`src/rtl/nbs_pkg.sv`:
```
package nbs_pkg;
  typedef enum logic [2:0] {
    OP_NOP    = 3'd0,
    OP_PROG   = 3'd1,
    OP_SERASE = 3'd2,
    OP_SUSP   = 3'd3,
    OP_RESUME = 3'd4,
    OP_RESET  = 3'd5
  } op_e;

  typedef enum logic [2:0] {
    ST_IDLE = 3'd0,
    ST_PROG = 3'd1,
    ST_EWIN = 3'd2,
    ST_ERUN = 3'd3,
    ST_SRD  = 3'd4,
    ST_SPRG = 3'd5,
    ST_FAIL = 3'd6
  } st_e;

  localparam int B_POLL = 7;
  localparam int B_TGA  = 6;
  localparam int B_TOUT = 5;
  localparam int B_WIN  = 3;
  localparam int B_TGB  = 2;
endpackage

```
`src/rtl/nbs_pulse_ctr.sv`:
```
module nbs_pulse_ctr #(
  parameter int NW    = 8,
  parameter int LIMIT = 64
) (
  input  logic          clk,
  input  logic          rst,
  input  logic          clr,
  input  logic          run,
  input  logic          never,
  input  logic [NW-1:0] need,
  output logic          done,
  output logic          expire
);
  localparam logic [NW-1:0] LIM = NW'(LIMIT);

  logic [NW-1:0] cnt;
  logic [NW-1:0] target;
  logic          fits;
  logic          hit;

  // an operation fits when it has a finite demand that stays within the limit
  assign fits   = !never && (need != '0) && (need <= LIM);
  assign target = fits ? need : LIM;
  assign hit    = run && (cnt == target - 1'b1);
  assign done   = hit && fits;
  assign expire = hit && !fits;

  always_ff @(posedge clk) begin
    if (rst || clr) cnt <= '0;
    else if (run)   cnt <= cnt + 1'b1;
  end
endmodule

```
`src/rtl/nbs_seq.sv`:
```
module nbs_seq
  import nbs_pkg::*;
#(
  parameter int NSEC         = 8,
  parameter int SW           = 3,
  parameter int WIN_CYCLES   = 32,
  parameter int PROG_PULSES  = 8,
  parameter int ERASE_PULSES = 20,
  parameter int PULSE_LIMIT  = 64
) (
  input  logic            clk,
  input  logic            rst,
  input  logic            cmd_valid,
  input  logic [2:0]      cmd_op,
  input  logic [SW-1:0]   cmd_sector,
  input  logic [7:0]      cmd_data,
  input  logic [7:0]      cmd_cur,
  output st_e             st,
  output logic [NSEC-1:0] mask,
  output logic [7:0]      prg_byte,
  output logic [7:0]      sprg_byte,
  output logic [7:0]      last_byte,
  output logic            fail_b7,
  output logic            prg_ok
);
  localparam int WW  = $clog2(WIN_CYCLES + 1);
  localparam int NW  = $clog2(ERASE_PULSES * NSEC + PULSE_LIMIT + PROG_PULSES + 2);
  localparam int PCW = $clog2(NSEC + 1);

  op_e op;
  logic is_reset, is_prog, is_se, is_susp, is_resume;
  logic blank_ok, sprg_ok, win_end;
  logic [NSEC-1:0] sel_oh;
  logic [WW-1:0]   win_cnt;
  logic [PCW-1:0]  nsel;
  logic [NW-1:0]   need_erase;

  assign op        = op_e'(cmd_op);
  assign is_reset  = cmd_valid && (op == OP_RESET);
  assign is_prog   = cmd_valid && (op == OP_PROG);
  assign is_se     = cmd_valid && (op == OP_SERASE);
  assign is_susp   = cmd_valid && (op == OP_SUSP);
  assign is_resume = cmd_valid && (op == OP_RESUME);

  // programming may only clear bits: a 1 over a stored 0 cannot be written
  assign blank_ok = ((~cmd_cur) & cmd_data) == 8'h00;
  assign win_end  = (st == ST_EWIN) && (win_cnt == WW'(WIN_CYCLES - 1));

  always_comb begin
    sel_oh = '0;
    sel_oh[cmd_sector] = 1'b1;
  end

  always_comb begin
    nsel = '0;
    for (int i = 0; i < NSEC; i++) nsel = nsel + PCW'(mask[i]);
  end

  assign need_erase = NW'(ERASE_PULSES) * NW'(nsel);

  // slot 0 times the main program or erase, slot 1 the program inside a suspend
  logic [1:0]    c_clr, c_run, c_never, c_done, c_exp;
  logic [NW-1:0] c_need [2];

  assign c_clr[0]   = ((st == ST_IDLE) && is_prog) || win_end;
  assign c_run[0]   = (st == ST_PROG) || (st == ST_ERUN);
  assign c_never[0] = (st == ST_PROG) && !prg_ok;
  assign c_need[0]  = (st == ST_PROG) ? NW'(PROG_PULSES) : need_erase;

  assign c_clr[1]   = (st == ST_SRD) && is_prog;
  assign c_run[1]   = (st == ST_SPRG);
  assign c_never[1] = !sprg_ok;
  assign c_need[1]  = NW'(PROG_PULSES);

  for (genvar g = 0; g < 2; g++) begin : g_ctr
    nbs_pulse_ctr #(.NW(NW), .LIMIT(PULSE_LIMIT)) u_ctr (
      .clk   (clk),
      .rst   (rst),
      .clr   (c_clr[g]),
      .run   (c_run[g]),
      .never (c_never[g]),
      .need  (c_need[g]),
      .done  (c_done[g]),
      .expire(c_exp[g])
    );
  end

  always_ff @(posedge clk) begin
    if (rst) begin
      st        <= ST_IDLE;
      mask      <= '0;
      prg_byte  <= 8'hFF;
      sprg_byte <= 8'hFF;
      last_byte <= 8'hFF;
      fail_b7   <= 1'b0;
      prg_ok    <= 1'b1;
      sprg_ok   <= 1'b1;
      win_cnt   <= '0;
    end else if (is_reset) begin
      st      <= ST_IDLE;
      mask    <= '0;
      win_cnt <= '0;
    end else begin
      case (st)
        ST_IDLE: begin
          if (is_prog) begin
            st       <= ST_PROG;
            prg_byte <= cmd_data;
            prg_ok   <= blank_ok;
          end else if (is_se) begin
            st      <= ST_EWIN;
            mask    <= sel_oh;
            win_cnt <= '0;
          end
        end
        ST_PROG: begin
          if (c_done[0]) begin
            st        <= ST_IDLE;
            last_byte <= prg_byte;
          end else if (c_exp[0]) begin
            st      <= ST_FAIL;
            fail_b7 <= ~prg_byte[7];
          end
        end
        ST_EWIN: begin
          win_cnt <= win_cnt + 1'b1;
          if (is_se)   mask <= mask | sel_oh;
          if (win_end) st   <= ST_ERUN;
        end
        ST_ERUN: begin
          if (c_done[0]) begin
            st        <= ST_IDLE;
            mask      <= '0;
            last_byte <= 8'hFF;
          end else if (c_exp[0]) begin
            st      <= ST_FAIL;
            fail_b7 <= 1'b0;
          end else if (is_susp) begin
            st <= ST_SRD;
          end
        end
        ST_SRD: begin
          if (is_resume) begin
            st <= ST_ERUN;
          end else if (is_prog) begin
            st        <= ST_SPRG;
            sprg_byte <= cmd_data;
            sprg_ok   <= blank_ok;
          end
        end
        ST_SPRG: begin
          if (c_done[1]) begin
            st        <= ST_SRD;
            last_byte <= sprg_byte;
          end else if (c_exp[1]) begin
            st      <= ST_FAIL;
            fail_b7 <= ~sprg_byte[7];
          end
        end
        ST_FAIL: ;
        default: st <= ST_IDLE;
      endcase
    end
  end
endmodule

```
`src/rtl/nbs_status_fmt.sv`:
```
module nbs_status_fmt
  import nbs_pkg::*;
#(
  parameter int NSEC = 8,
  parameter int SW   = 3
) (
  input  logic            clk,
  input  logic            rst,
  input  logic            rd_strobe,
  input  logic [SW-1:0]   rd_sector,
  input  st_e             st,
  input  logic [NSEC-1:0] mask,
  input  logic            prg_b7,
  input  logic            sprg_b7,
  input  logic [7:0]      last_byte,
  input  logic            fail_b7,
  output logic            rd_valid,
  output logic [7:0]      rd_data
);
  logic tga, tgb;
  logic in_set, flip_a, flip_b;
  logic [7:0] val;

  assign in_set = mask[rd_sector];

  always_comb begin
    flip_a = st inside {ST_PROG, ST_EWIN, ST_ERUN, ST_SPRG, ST_FAIL};
    flip_b = in_set && (st inside {ST_EWIN, ST_ERUN, ST_SRD, ST_SPRG});
    val    = 8'h00;
    if (st == ST_IDLE) begin
      val = last_byte;
    end else begin
      case (st)
        ST_PROG: val[B_POLL] = ~prg_b7;
        ST_SPRG: val[B_POLL] = ~sprg_b7;
        ST_FAIL: val[B_POLL] = fail_b7;
        default: val[B_POLL] = 1'b0;
      endcase
      val[B_TGA]  = tga;
      val[B_TOUT] = (st == ST_FAIL);
      val[B_WIN]  = st inside {ST_ERUN, ST_SRD, ST_SPRG};
      val[B_TGB]  = ((st == ST_SPRG) && !in_set) ? 1'b1 : tgb;
    end
  end

  always_ff @(posedge clk) begin
    if (rst) begin
      rd_valid <= 1'b0;
      rd_data  <= 8'h00;
      tga      <= 1'b0;
      tgb      <= 1'b0;
    end else begin
      rd_valid <= rd_strobe;
      if (rd_strobe) begin
        rd_data <= val;
        if (flip_a) tga <= ~tga;
        if (flip_b) tgb <= ~tgb;
      end
    end
  end
endmodule

```
`src/rtl/nor_busy_status.sv`:
```
module nor_busy_status
  import nbs_pkg::*;
#(
  parameter int NUM_SECTORS  = 8,
  parameter int WIN_CYCLES   = 32,
  parameter int PROG_PULSES  = 8,
  parameter int ERASE_PULSES = 20,
  parameter int PULSE_LIMIT  = 64
) (
  input  logic                           clk,
  input  logic                           rst,
  input  logic                           cmd_valid,
  input  logic [2:0]                     cmd_op,
  input  logic [$clog2(NUM_SECTORS)-1:0] cmd_sector,
  input  logic [7:0]                     cmd_data,
  input  logic [7:0]                     cmd_cur,
  input  logic                           rd_strobe,
  input  logic [$clog2(NUM_SECTORS)-1:0] rd_sector,
  output logic                           rd_valid,
  output logic [7:0]                     rd_data
);
  localparam int SW = $clog2(NUM_SECTORS);

  st_e                    st;
  logic [NUM_SECTORS-1:0] mask;
  logic [7:0]             prg_byte, sprg_byte, last_byte;
  logic                   fail_b7, prg_ok;

  nbs_seq #(
    .NSEC(NUM_SECTORS), .SW(SW), .WIN_CYCLES(WIN_CYCLES),
    .PROG_PULSES(PROG_PULSES), .ERASE_PULSES(ERASE_PULSES), .PULSE_LIMIT(PULSE_LIMIT)
  ) u_seq (
    .clk(clk), .rst(rst), .cmd_valid(cmd_valid), .cmd_op(cmd_op),
    .cmd_sector(cmd_sector), .cmd_data(cmd_data), .cmd_cur(cmd_cur),
    .st(st), .mask(mask), .prg_byte(prg_byte), .sprg_byte(sprg_byte),
    .last_byte(last_byte), .fail_b7(fail_b7), .prg_ok(prg_ok)
  );

  nbs_status_fmt #(.NSEC(NUM_SECTORS), .SW(SW)) u_fmt (
    .clk(clk), .rst(rst), .rd_strobe(rd_strobe), .rd_sector(rd_sector),
    .st(st), .mask(mask), .prg_b7(prg_byte[7]), .sprg_b7(sprg_byte[7]),
    .last_byte(last_byte), .fail_b7(fail_b7),
    .rd_valid(rd_valid), .rd_data(rd_data)
  );
endmodule

```
`config.mk`:
```
export PLATFORM = sky130hd
export DESIGN_NAME = nor_busy_status
export DESIGN_NICKNAME = d
export VERILOG_FILES = /design/src/rtl/nbs_pkg.sv /design/src/rtl/nbs_pulse_ctr.sv /design/src/rtl/nbs_seq.sv /design/src/rtl/nbs_status_fmt.sv /design/src/rtl/nor_busy_status.sv
export SDC_FILE = /design/constraint.sdc
export NUM_CORES = 1
export LEC_CHECK = 0
export ABC_AREA = 1
export BUFFER_PORTS_ARGS = -buffer_cell sky130_fd_sc_hd__buf_2
export CAP_MARGIN = 10
export CORE_MARGIN = 5
export CORE_UTILIZATION = 55
export DETAILED_ROUTE_END_ITERATION = 10
export MAX_ROUTING_LAYER = met4
export PLACE_DENSITY = 0.72
export SLEW_MARGIN = 0
export SYNTH_ARGS = -nofsm -noshare
export SYNTH_HDL_FRONTEND = slang
export SYNTH_SLANG_ARGS = --single-unit
export TNS_END_PERCENT = 20
```
`constraint.sdc`:
```
create_clock -name clk -period 16.4 [get_ports clk]
set_clock_uncertainty 0.05 [all_clocks]
set_input_delay 2.46 -clock clk [delete_from_list [all_inputs] [get_ports clk]]
set_output_delay 2.46 -clock clk [all_outputs]
set_load 0.1 [all_outputs]
```
---- After elaboration in Yosys (flattened, before gate mapping) ----
Cells that the tools add are included.
storage, ports and cells
  register bits ........................... 71
  input bits .............................. 29
  output and inout bits ................... 9
  word-level logic and storage cells ...... 167
cells by class
  $add $sub $neg .......................... 12
  multiply operators ...................... 1
  magnitude comparators ................... 4
  equal/unequal tests ..................... 32
  multiplexer cells ....................... 45
  bitwise operators ....................... 10
  reduce and logical (&&, ||, !) cells .... 48
operator list
  cell                                                        number
  2-to-1 mux 8 bit                                            9
  case mux 8 bit (3 select lines)                             2
  2-to-1 mux 3 bit                                            13
  adder 4 x 1 -> 4 bit                                        6
  != test 2 bit, second input constant                        11
  case mux 3 bit (7 select lines)                             1
  logical AND 1 bit                                           20
  adder 8 x 1 -> 8 bit, second input constant                 2
  == test 8 bit                                               2
  == test 3 bit, second input constant                        5
  == test 3 x 2 -> 1 bit, second input constant               4
  2-to-1 mux 6 bit                                            2
  case mux 6 bit (2 select lines)                             1
  2-to-1 mux 1 bit                                            10
  AND reduction 5 bit                                         2
  != test 3 bit, second input constant                        3
  nonzero test 3 bit                                          3
  AND 8 bit                                                   1
  <= comparator 8 x 7 -> 1 bit, second input constant         1
  zero test 8 bit                                             1
  less-than comparator 3 x 4 -> 1 bit, second input constant  2
  inverter 8 bit                                              1
  OR 8 bit                                                    1
  AND reduction 8 bit                                         1
  29 further kinds                                            48

---- Depth between registers and ports, before layout ----
Gate-level depths: netlist of the first run.
  depth in word-level cells ............... 20
  mapped depth ............................ 33
  depth with buffers taken out ............ 31

---- Modules after synthesis ----
From an unflattened synthesis of the first run, not the netlist that was laid out.
second synthesis, totals
  cells, all modules ...................... 679
  area total of the unflattened synthesis .. 4593.2 µm²
modules (own cells, without submodules)
  module          times used  cells an instance  area each (µm²)  sequential area each (µm²)
  nbs_seq         1           338                2499.9           880.8
  nbs_pulse_ctr   2           120                733.2            160.2
  nbs_status_fmt  1           101                626.9            220.2

---- Worst setup path before layout of the first run ----
OpenSTA, ideal clock, no wires.
  kind .................................... register -> register
  start ................................... register u_seq.mask[0]
  end ..................................... register u_seq.last_byte[0]
  setup time .............................. 0.138 ns
  arrival ................................. 5.293 ns
  required time ........................... 16.212 ns
  setup slack ............................. 10.918 ns
  stages on the path, launching flop included .. 31
  path buffers ............................ 2
  period minus slack after synthesis ...... 5.482 ns
  cells stage by stage .................... dfxtp_1 -> ha_1 -> inv_1 -> fa_1 -> fa_1 -> fa_1 -> inv_1 -> fa_1 -> ha_1 -> ha_1 -> fa_1 -> nand3_1 -> nand3_1 -> nand2_1 -> inv_1 -> nor2_4 -> buf_6 -> nand2_1 -> ha_1 -> xnor2_1 -> nor2_1 -> nand2_1 -> nor2_1 -> nand2_1 -> nor2_4 -> nand4_4 -> nand2_2 -> nand2_2 -> buf_2 -> nand2_1 -> o211ai_1
between the ends
  cells in the longest elaborated chain, start to end .. 19
  elaborated cells on any way between the ends .. 21
  those cells by class .................... 8 x add/sub; 1 x mul; 1 x order compare; 3 x eq/ne; 2 x mux; 6 x reduce/logical
ends and longest elaborated chain
  element                                                                               RTL line             source
  start: declaration                                                                    nbs_seq.sv:19        output logic [NSEC-1:0] mask,
  start signal: assignment                                                              nbs_seq.sv:112       mask <= sel_oh;
  start signal: assignment                                                              nbs_seq.sv:127       if (is_se) mask <= mask | sel_oh;
  adder 1 x 1 -> 2 bit (*)                                                              nbs_seq.sv:56        for (int i = 0; i < NSEC; i++) nsel = nsel + PCW'(mask[i]);
  adder 4 x 1 -> 4 bit (*) (6 in a row)                                                 nbs_seq.sv:56
  multiplier 3 x 4 -> 6 bit (*)                                                         nbs_seq.sv:59        assign need_erase = NW'(ERASE_PULSES) * NW'(nsel);
  2-to-1 mux 8 bit (*)                                                                  nbs_seq.sv:68        assign c_need[0] = (st == ST_PROG) ? NW'(PROG_PULSES) : need_erase;
  parallel branches: the longest is 7 deep, another holds <= comparator 8 x 7 -> 1 bit  --
  logical AND 1 bit (*)                                                                 nbs_pulse_ctr.sv:25  assign done = hit && fits;
  != test 2 bit (no line)                                                               --
  AND reduction 5 bit (no line) (*)                                                     --
  end signal: assignment                                                                nbs_seq.sv:119       last_byte <= prg_byte;
  end signal: assignment                                                                nbs_seq.sv:154       last_byte <= sprg_byte;
  end: declaration                                                                      nbs_seq.sv:22        output logic [7:0] last_byte,
Every way passes the cells marked *.
A chain may end at the register's enable or synchronous reset.

---- Final worst setup path of the first run ----
  start ................................... register u_seq.mask[1]
  end ..................................... register u_seq.last_byte[4]
Same word-level chain as after synthesis.

==> out/metrics.yaml, run 1 <==
clock_tree:
  h-tree-depth: 3
  cts_tree: "done"
  cts_setup_buffers: 0
  post_cts_resized: 0
  clock_latency_ps: 340
  cts_sinks: 71
  numCtsBuffers: 9
  holdBufCountCts: 0
  clk_pin_slew_ps: 70
  clockBufferDepth: 2
  clockRootBuffer: "clkbuf_8"
detailed_routing:
  drc: 0
  m1WireLength_mm: 4.36
  routed_wirelength_mm: 9.59
  topRoutingLayerUsed: "met4"
  first_iter_violations: 161
  vias: 3865
  drtAntennaViolNets: 0
  viasPerCell: 5.44
  firstDrtPassIters: 4
  wl_met2_mm: 4.74
  routedWlPerCell_microns: 13.5
  wl_met3_microns: 344
setup_path:
  cpMaxStageDelayCell: "fa_1"
  path_class: "reg -> reg"
  crit_fanout: 15
  cp-start-kind: "flop"
  endpoint_kind: "flop"
  critical-path-max-stage-delay_ps: 490
  crit_path_frequent_cell: "fa_1"
  required_ps: 16570
  cp.arrival_ps: 6110
  reg2reg_slack_ps: 10460
power:
  p_leak_nw: 2.06
  peakVddDrop_mv: 0.120
  power_per_cell_area_mw_per_mm2: 117
yosys:
  async_reset_ff_share_pct: 0
  synth_edf_count: 0
  yosys_warnings: 0
  synth.yosys.seq_area_share_pct: 35.3
  ys_ff_latch: 71
  avgSynthCellArea_sq_um: 7.07
  syn_inst: 570
  synth_area_leaders: "dfxtp_1 35%, nand2_1 11%, inv_1 7.6%"
  synth_fp_nets: 614
  synth.largest_area_cell: "dfxtp_1"
  synth.distinct_cells: 43
  ys.flop_type: "dfxtp_1"
  syn-cell-area_sq_mm: 0.00403
  synth_top_area_share_pct: 35.3
cells_and_area:
  fin_cells: 711
  drive_gt1_share_pct: 12.6
  syn_to_final_growth_pct: 11.1
  nets: 652
  final_cell_mix: "115 x nand2_1, 82 x inv_1, 71 x dfxtp_1"
  diodes: 0
  mostFrequentLayoutCell: "nand2_1"
  nFillCells: 683
timing:
  slew_viol_final: 0
  setup_viol: 0
  fmax_ghz: 0.168
  period_needed_ps: 5940
  tightest_slew_ps: 966
  setup_tns_ps: 0
  rsz0062_at_grt: "false"
  hold_violations: 0
  relSlewSlack_pct: 35.1
  finalCritPeriodShare_pct: 36.2
hold_path:
  hold_path_class: "reg -> reg"
die:
  die_h_microns: 95.6
  dieArea_sq_mm: 0.00914
  core-area_sq_mm: 0.00718
  die_x_microns: 95.6
  num_rows: 31
  io_pins: 38
  start_util_pct: 56.2
placed_design:
  portBuffers: 37
  gp_congestion: 0.876
  dp_hpwl_mm: 7.33
  dpl.cell_count: 696
global_route:
  grt_max_degree: 26
  grt_pass1_vias: 3667
  grt_pass1_wl_mm: 16.3
  grt_usage_pct: 23.2
  antenna_found_initial: 0
  grt_overflow_total: 0
run_status:
  outcome: "finished, final reports clean"
flow_run:
  cap_violations: 0
power by group:
part / leakage, nW / switching (W) / total (W) / internal [W]
clock: 0.0985 / 0.0000655 / 0.000143 / 0.0000776
sequential: 0.577 / 0.0000123 / 0.000202 / 0.000190
combinational: 1.38 / 0.000130 / 0.000178 / 0.0000479
metrics by stage:
step	total power, W	hold WS (ps)	worst slack [ps]	util [%]	area, sq um
detailed placement	0.000382	403	10480	59.7	4280
global route	0.000556	443	10010	62.4	4480
floorplan	0.000349	379	10920	-	4030
finish	0.000524	414	10460	62.4	4480
global placement	0.000379	391	10660	59.7	4280
CTS	0.000524	418	10470	62.4	4480
registers in the layout, summed over array words and instances (netlist names), 3 cells and up:
| signal | flops |
|---|---|
| u_fmt.rd_data | 8 |
| u_seq.g_ctr.u_ctr.cnt | 16 |
| u_seq.last_byte | 8 |
| u_seq.mask | 8 |
| u_seq.prg_byte | 8 |
| u_seq.sprg_byte | 8 |
| u_seq.st | 3 |
| u_seq.win_cnt | 6 |
cells in the mapped netlist, types with 3 or more instances:
| cell | count |
|---|---|
| a31oi_1 | 4 |
| nand3_2 | 3 |
| ha_1 | 10 |
| inv_1 | 82 |
| nor3_1 | 25 |
| a22oi_1 | 3 |
| o22ai_1 | 11 |
| fa_1 | 5 |
| o21ai_1 | 5 |
| clkbuf_1 | 7 |
| nand4_1 | 8 |
| nand2_1 | 115 |
| o21ai_2 | 4 |
| buf_6 | 3 |
| dfxtp_1 | 71 |
| a211oi_1 | 3 |
| nand2_4 | 5 |
| nor3b_1 | 7 |
| nand3_1 | 29 |
| a21oi_1 | 46 |
| nand2_2 | 3 |
| o21ai_0 | 34 |
| nor4_1 | 4 |
| o211ai_1 | 14 |
| nor2_1 | 47 |
layout make-up:
type | instances | area (sq um) | share of cell area [%]
well taps | 99 | 124 | 2.77
multi-input cells | 402 | 2220 | 49.5
clock inverters | 3 | 42.5 | 0.950
repair buffers | 38 | 193 | 4.30
flip-flops and latches | 71 | 1420 | 31.7
clock buffers | 12 | 155 | 3.46
inverters | 86 | 328 | 7.32
kinds of logic after synthesis:
kind of cell	after synthesis	share of synthesized area, %
xor+xnor	3	0.652
simple gates	253	29.9
flops	71	35.3
compound gates	131	18.8
fa+ha+maj	15	5.59
buf+inv	97	9.75
routing by layer:
metal / vias up / global-route usage, %
li1: 1985 / -
met1: 1788 / 27.6
met2: 77 / 40.0
met3: 15 / 3.87
met4: 0 / 7.23
met5: - / -
critical path: cells and delay by family, from the launching register on:
| kind | cells | cell delay [ps] |
|---|---|---|
| AOI/OAI and AO/OA | 2 | 260 |
| xor gates and xnor gates | 1 | 130 |
| and+or+nand+nor | 13 | 1610 |
| DFF | 1 | 340 |
| buffers and inverters | 3 | 240 |
| adders and majority gates | 9 | 3200 |
worst paths after layout:
path | startpoint | endpoint | cells after the start
setup reg to reg | u_seq.mask[1]$_SDFFE_PP0P_ | u_seq.last_byte[4]$_SDFFE_PP1P_ | 28
hold reg to reg | u_seq.last_byte[7]$_SDFFE_PP1P_ | u_seq.last_byte[7]$_SDFFE_PP1P_ | 2
hold / removal | u_seq.last_byte[7]$_SDFFE_PP1P_ | u_seq.last_byte[7]$_SDFFE_PP1P_ | 2
setup / recovery | u_seq.mask[1]$_SDFFE_PP0P_ | u_seq.last_byte[4]$_SDFFE_PP1P_ | 28
Note: power is estimated with default switching activity, not from simulation.
==> run 2: changes to the inputs <==
==> constraint.sdc (replaced) <==
create_clock -name clk -period 6.2 [get_ports clk]
set_clock_uncertainty 0.05 [all_clocks]
set_input_delay 0.93 -clock clk [delete_from_list [all_inputs] [get_ports clk]]
set_output_delay 0.93 -clock clk [all_outputs]
set_load 0.1 [all_outputs]
==> run 2 against run 1 <==
Compared with the run above: non-clock buffer count grew 3; first-iteration DRC count shrank 3.1%; final cell count grew 0.42%; largest cell class unchanged; critical path type unchanged; wire length shrank 2.1%; critical endpoint is now u_seq.last_byte[2]$_SDFFE_PP1P_; total power grew to 2.7 times the previous value; clock power grew to 2.6 times the previous value.
==> out/metrics.yaml, run 2 (same netlist as run 1, synthesis figures left out) <==
cells_and_area:
  top_register: "u_seq.g_ctr.u_ctr.cnt"
  fin_area_sq_mm: 0.00451  # +0.73%
  syn_to_final_growth_pct: 12.0
  drive_gt1_share_pct: 13.3  # +0.75 points
  nets: 655  # +0.46%
  final_cell_mix: "113 x nand2_1, 82 x inv_1, 71 x dfxtp_1"
  mostFrequentLayoutCell: "nand2_1"
  largest_reg_flops: 16  # unchanged
  nFillCells: 680  # -0.44%
  diodes: 0  # unchanged
  final_util_pct: 62.9  # +0.45 points
die:
  die_x_microns: 95.6  # unchanged
  start_util_pct: 56.2  # unchanged
  core-area_sq_mm: 0.00718  # unchanged
  die_h_microns: 95.6  # unchanged
  io_pins: 38  # unchanged
  num_rows: 31  # unchanged
  dieArea_sq_mm: 0.00914  # unchanged
setup_path:
  critical-path-max-stage-delay_ps: 490  # about the same
  cp.arrival_ps: 5880  # -230 ps
  path_class: "reg -> reg"
  path_buf_inv: 3  # unchanged
  cpMaxStageDelayCell: "fa_1"
  r2r_end: "u_seq.last_byte[2]$_SDFFE_PP1P_"
  reg2reg_slack_ps: 490  # -9970 ps
  crit_family: "adder cells"
  crit_path_frequent_cell: "fa_1"
  required_ps: 6370  # -10200 ps
  cp-start-kind: "flop"
  reg2reg_depth: 28  # unchanged
  endpoint_kind: "flop"
  crit-reg2reg-launch: "u_seq.mask[1]$_SDFFE_PP0P_"
  crit_fanout: 15  # unchanged
run_status:
  outcome: "finished, final reports clean"
detailed_routing:
  routed_wirelength_mm: 9.39  # -2.1%
  vias: 3790  # -1.9%
  drc: 0  # unchanged
  routedWlPerCell_microns: 13.1  # -2.5%
  firstDrtPassIters: 4  # unchanged
  viasPerCell: 5.31  # -2.4%
  first_iter_violations: 156  # -3.1%
  drtAntennaViolNets: 0  # unchanged
placed_design:
  dp_hpwl_mm: 7.30  # -0.32%
  portBuffers: 37  # unchanged
  gp_congestion: 0.876  # about the same
  dpl_cell_area_sq_mm: 0.00428  # unchanged
global_route:
  grt_overflow_total: 0  # unchanged
  grt_usage_pct: 23.0  # -0.22 points
  antenna_found_initial: 0  # unchanged
  grt_max_degree: 26  # unchanged
  grt_pass1_vias: 3664  # -0.082%
  grt_pass1_wl_mm: 16.2  # -0.76%
hold_path:
  min_from: "u_fmt.rd_data[2]$_SDFFE_PP0P_"
  hold_path_depth: 2  # unchanged
  hold-path-endpoint: "u_fmt.rd_data[2]$_SDFFE_PP0P_"
  hold_path_class: "reg -> reg"
power:
  switching_power_w: 0.000545  # +160%
  p_total_w: 0.00140  # +170%
  swShare_pct: 39.0  # -0.73 points
  combPwrFrac_pct: 35.2  # +1.2 points
  power_per_cell_area_mw_per_mm2: 310  # +160%
  sequentialPowerShare_pct: 38.2  # -0.5 points
  internal_power_w: 0.000852  # +170%
  clkPwrFrac_pct: 26.6  # -0.7 points
  p_leak_nw: 2.07  # +0.78%
  peakVddDrop_mv: 0.260  # +120%
clock_tree:
  cts_sinks: 71  # unchanged
  holdBufCountCts: 0  # unchanged
  cts_tree: "done"
  clockRootBuffer: "clkbuf_8"
  clock_latency_ps: 340  # about the same
  clk_pin_slew_ps: 70  # about the same
  numCtsBuffers: 9  # unchanged
  h-tree-depth: 3  # unchanged
  clockBufferDepth: 2  # unchanged
timing:
  relSlewSlack_pct: 37.8  # +2.7 points
  rsz0062_at_grt: "false"
  hold_violations: 0  # unchanged
  period_needed_ps: 5710  # -231 ps
  fmax_ghz: 0.175  # +4.0%
  finalCritPeriodShare_pct: 92.0  # +56 points
  tightest_slew_ps: 926  # -40.2 ps
  slew_viol_final: 0  # unchanged
  setup_viol: 0  # unchanged
  setup_tns_ps: 0  # unchanged
flow_run:
  cap_violations: 0  # unchanged
run 2: cell count changes in the layout (fill, tap and decap cells not counted):
cell     previous run  this run
buf_4               1         4
nand2_1           115       113
o21ai_0            34        32
nand2_2             3         4
nand2_4             5         6
o21ai_1             5         7
run 2: worst max path at each step:
stage	from	end	slack (ps)	depth (start not counted)
2_1_floorplan	u_seq.mask[0]$_SDFFE_PP0P_	u_seq.last_byte[0]$_SDFFE_PP1P_	720	30
3_3_place_gp	u_seq.mask[0]$_SDFFE_PP0P_	u_seq.last_byte[2]$_SDFFE_PP1P_	460	28
3_5_place_dp	u_seq.mask[0]$_SDFFE_PP0P_	u_seq.last_byte[2]$_SDFFE_PP1P_	230	28
4_1_cts	u_seq.mask[0]$_SDFFE_PP0P_	u_seq.last_byte[2]$_SDFFE_PP1P_	210	28
5_1_grt	u_seq.mask[0]$_SDFFE_PP0P_	u_seq.st[2]$_SDFFE_PP0P_	50	29
6_report	u_seq.mask[1]$_SDFFE_PP0P_	u_seq.last_byte[2]$_SDFFE_PP1P_	490	28
run 2: routing by layer:
metal  part of all wire (%)  track usage, %  vias to the layer above  wire [microns]
met2                     50            38.9                       55            4680
li1                       -               -                     1994               -
met5                      0               -                        -               0
met4                    2.4            9.72                        0             225
met3                    2.4            3.08                       21             226
met1                     45            27.3                     1720            4260
run 2: final cells by class:
class	count	area [sq um]	area share, %
multi-input cells	402	2230	49.3
flip-flops and latches	71	1420	31.5
inverters	86	328	7.27
repair buffers	41	215	4.77
clock buffers	12	155	3.44
well taps	99	124	2.75
clock inverters	3	42.5	0.943
run 2: power by group through the flow:
| stage | Sequential, W | Clock [W] | Combinational (W) |
|---|---|---|---|
| 3_3_place_gp | 0.000543 | 0 | 0.000460 |
| 2_1_floorplan | 0.000623 | 0 | 0.000300 |
| 6_report | 0.000534 | 0.000371 | 0.000491 |
| 3_5_place_dp | 0.000544 | 0 | 0.000466 |
| 4_1_cts | 0.000534 | 0.000380 | 0.000469 |
| 5_1_grt | 0.000541 | 0.000401 | 0.000544 |
run 2: timing repair:
| item | in CTS | in global routing |
|---|---|---|
| gates resized for setup | 0 | 5 |
| setup buffers | 0 | 3 |
| setup endpoints to repair | 0 | 20 |
run 2: through the flow:
stage	hold slack [ps]	instances	setup slack, ps
after floorplan	379	570	718
after CTS	419	711	209
after detailed placement	407	696	234
after global routing	441	714	45.2
after global placement	391	696	459
final	418	714	494
run 2: tightest hold or removal path: cells and delay by family, from the launching register on:
kind / cells / cell delay (ps)
AOI/OAI and AO/OA: 1 / 60
DFF: 1 / 310
and+or+nand+nor: 1 / 60
==> run 3: changes to the inputs <==
--- a/config.mk
+++ b/config.mk
@@ -9,10 +9,10 @@
 export BUFFER_PORTS_ARGS = -buffer_cell sky130_fd_sc_hd__buf_2
 export CAP_MARGIN = 10
 export CORE_MARGIN = 5
-export CORE_UTILIZATION = 55
+export CORE_UTILIZATION = 58
 export DETAILED_ROUTE_END_ITERATION = 10
 export MAX_ROUTING_LAYER = met4
-export PLACE_DENSITY = 0.72
+export PLACE_DENSITY = 0.75
 export SLEW_MARGIN = 0
 export SYNTH_ARGS = -nofsm -noshare
 export SYNTH_HDL_FRONTEND = slang
==> run 3 against run 2 <==
Compared with the run above: total power decreased by 2.2%; final cell count shrank 0.56%; wire length rose by 2.8%; sequential cell count is the same; register-to-register slack got worse by 50 ps; die area down 4.6%; first-iteration DRC count is 35% higher; count of clock-buffer cells in the layout decreased by 2; highest routed layer unchanged.
==> out/metrics.yaml, run 3 (same netlist as run 1, synthesis figures left out) <==
run_status:
  outcome: "finished, final reports clean"
detailed_routing:
  drc: 0  # unchanged
  vias: 3863  # +1.9%
  firstDrtPassIters: 5  # +1
  routed_wirelength_mm: 9.65  # +2.8%
  first_iter_violations: 211  # +35%
  routedWlPerCell_microns: 13.6  # +3.3%
  viasPerCell: 5.44  # +2.5%
  drtAntennaViolNets: 0  # unchanged
die:
  num_rows: 30  # -3.2%
  io_pins: 38  # unchanged
  start_util_pct: 59.3  # +3.2 points
  dieArea_sq_mm: 0.00872  # -4.6%
  die_x_microns: 93.4  # -2.3%
  core-area_sq_mm: 0.00679  # -5.3%
  die_h_microns: 93.4  # -2.3%
setup_path:
  critical-path-max-stage-delay_ps: 510  # +20 ps
  required_ps: 6440  # +70 ps
  reg2reg_depth: 29  # +3.6%
  crit_family: "adder cells"
  cpMaxStageDelayCell: "fa_1"
  cp-start-kind: "flop"
  crit-reg2reg-launch: "u_seq.mask[0]$_SDFFE_PP0P_"
  cp.arrival_ps: 6000  # +120 ps
  endpoint_kind: "flop"
  reg2reg_slack_ps: 440  # -50 ps
  crit_fanout: 12  # -3
  path_buf_inv: 4  # +1
  r2r_end: "u_seq.mask[2]$_SDFFE_PP0P_"
  path_class: "reg -> reg"
  crit_path_frequent_cell: "fa_1"
global_route:
  grt_max_degree: 27  # +3.8%
  grt_pass1_vias: 3563  # -2.8%
  antenna_found_initial: 0  # unchanged
  grt_overflow_total: 0  # unchanged
  grt_usage_pct: 24.1  # +1.1 points
  grt_pass1_wl_mm: 16.5  # +1.7%
hold_path:
  hold-path-endpoint: "u_seq.last_byte[7]$_SDFFE_PP1P_"
  min_from: "u_seq.last_byte[7]$_SDFFE_PP1P_"
  hold_path_depth: 2  # unchanged
  hold_path_class: "reg -> reg"
cells_and_area:
  syn_to_final_growth_pct: 11.2
  drive_gt1_share_pct: 13.5  # +0.18 points
  nFillCells: 647  # -4.9%
  seqCellArea_sq_mm: 0.00142  # unchanged
  final_cell_mix: "113 x nand2_1, 82 x inv_1, 71 x dfxtp_1"
  nets: 653  # -0.31%
  top_register: "u_seq.g_ctr.u_ctr.cnt"
  largest_reg_flops: 16  # unchanged
  multi_input_area_sq_mm: 0.00223  # +0.17%
  diodes: 0  # unchanged
  fin_area_sq_mm: 0.00448  # -0.67%
  fin_cells: 710  # -0.56%
  mostFrequentLayoutCell: "nand2_1"
clock_tree:
  cts_sinks: 71  # unchanged
  clock_latency_ps: 350  # about the same
  cts_tree: "done"
  clockBufferDepth: 2  # unchanged
  h-tree-depth: 3  # unchanged
  clk_pin_slew_ps: 80  # about the same
  numCtsBuffers: 9  # unchanged
  clockRootBuffer: "clkbuf_8"
flow_run:
  cap_violations: 0  # unchanged
timing:
  slew_viol_final: 0  # unchanged
  relSlewSlack_pct: 35.7  # -2.0 points
  layout_setup_ws_ps: 439  # -55.0 ps
  rsz0062_at_grt: "false"
  setup_viol: 0  # unchanged
  period_needed_ps: 5760  # +55.0 ps
  setup_tns_ps: 0  # unchanged
  tightest_slew_ps: 956  # +30.2 ps
  finalCritPeriodShare_pct: 92.9  # +0.89 points
  hold_violations: 0  # unchanged
  fmax_ghz: 0.174  # -0.95%
placed_design:
  dpl.cell_count: 692  # -0.57%
  place_ws_ps: 170  # -64.1 ps
  dpl_cell_area_sq_mm: 0.00427  # -0.26%
  gp_congestion: 0.917  # +4.6%
  dp_hpwl_mm: 7.39  # +1.2%
  portBuffers: 37  # unchanged
power:
  p_leak_nw: 2.06  # -0.77%
  power_per_cell_area_mw_per_mm2: 305  # -1.6%
  peakVddDrop_mv: 0.158  # -39%
## run 3: cell type report
cell class,instances,area share [%]
sequential,71,31.7
timing repair buffer,39,4.47
tap,96,2.68
clock inverter,6,1.01
clock buffer,10,3.07
multi-input combinational,402,49.7
inverter,86,7.31
## run 3: through the flow
step | hold slack (ps) | utilization [%] | power (W)
after floorplan | 379 | - | 0.000924
after global placement | 394 | 62.9 | 0.00100
after detailed placement | 397 | 62.9 | 0.00101
after CTS | 415 | 65.5 | 0.00135
after global routing | 450 | 66.0 | 0.00145
final | 415 | 66.0 | 0.00137
## run 3: power breakdown
| part | leakage [nW] | internal (W) | switching [W] |
|---|---|---|---|
| logic | 1.39 | 0.000139 | 0.000353 |
| clock network | 0.0902 | 0.000158 | 0.000182 |
| registers | 0.577 | 0.000503 | 0.0000315 |
## run 3: worst max-delay path by stage
stage / slack [ps] / endpoint / start / cells after the start
detailed placement: 170 / u_seq.last_byte[2]$_SDFFE_PP1P_ / u_seq.mask[0]$_SDFFE_PP0P_ / 28
floorplan: 720 / u_seq.last_byte[0]$_SDFFE_PP1P_ / u_seq.mask[0]$_SDFFE_PP0P_ / 30
finish: 440 / u_seq.mask[2]$_SDFFE_PP0P_ / u_seq.mask[0]$_SDFFE_PP0P_ / 29
global placement: 440 / u_seq.last_byte[4]$_SDFFE_PP1P_ / u_seq.mask[0]$_SDFFE_PP0P_ / 28
global route: 10 / u_seq.mask[3]$_SDFFE_PP0P_ / u_seq.mask[0]$_SDFFE_PP0P_ / 29
CTS: 150 / u_seq.last_byte[2]$_SDFFE_PP1P_ / u_seq.mask[0]$_SDFFE_PP0P_ / 28
## run 3: layer usage
layer / vias to the layer above / global-route usage [%] / part of all wire, %
met3: 17 / 4.67 / 4.2
met5: - / - / 0
met1: 1774 / 31.1 / 47
met2: 81 / 38.7 / 48
li1: 1991 / - / -
met4: 0 / 6.47 / 1.3
## run 3: timing repair
item | 4_1_cts | 5_1_grt
hold buffers | 0 | 0
endpoints found under the setup margin | 0 | 20
resized for setup | 0 | 5
buffers inserted | 0 | 2
## run 3: worst min-delay path: cells and delay by family, from the launching register on
family / cells / cell delay, ps
simple gates: 2 / 100
flops: 1 / 330
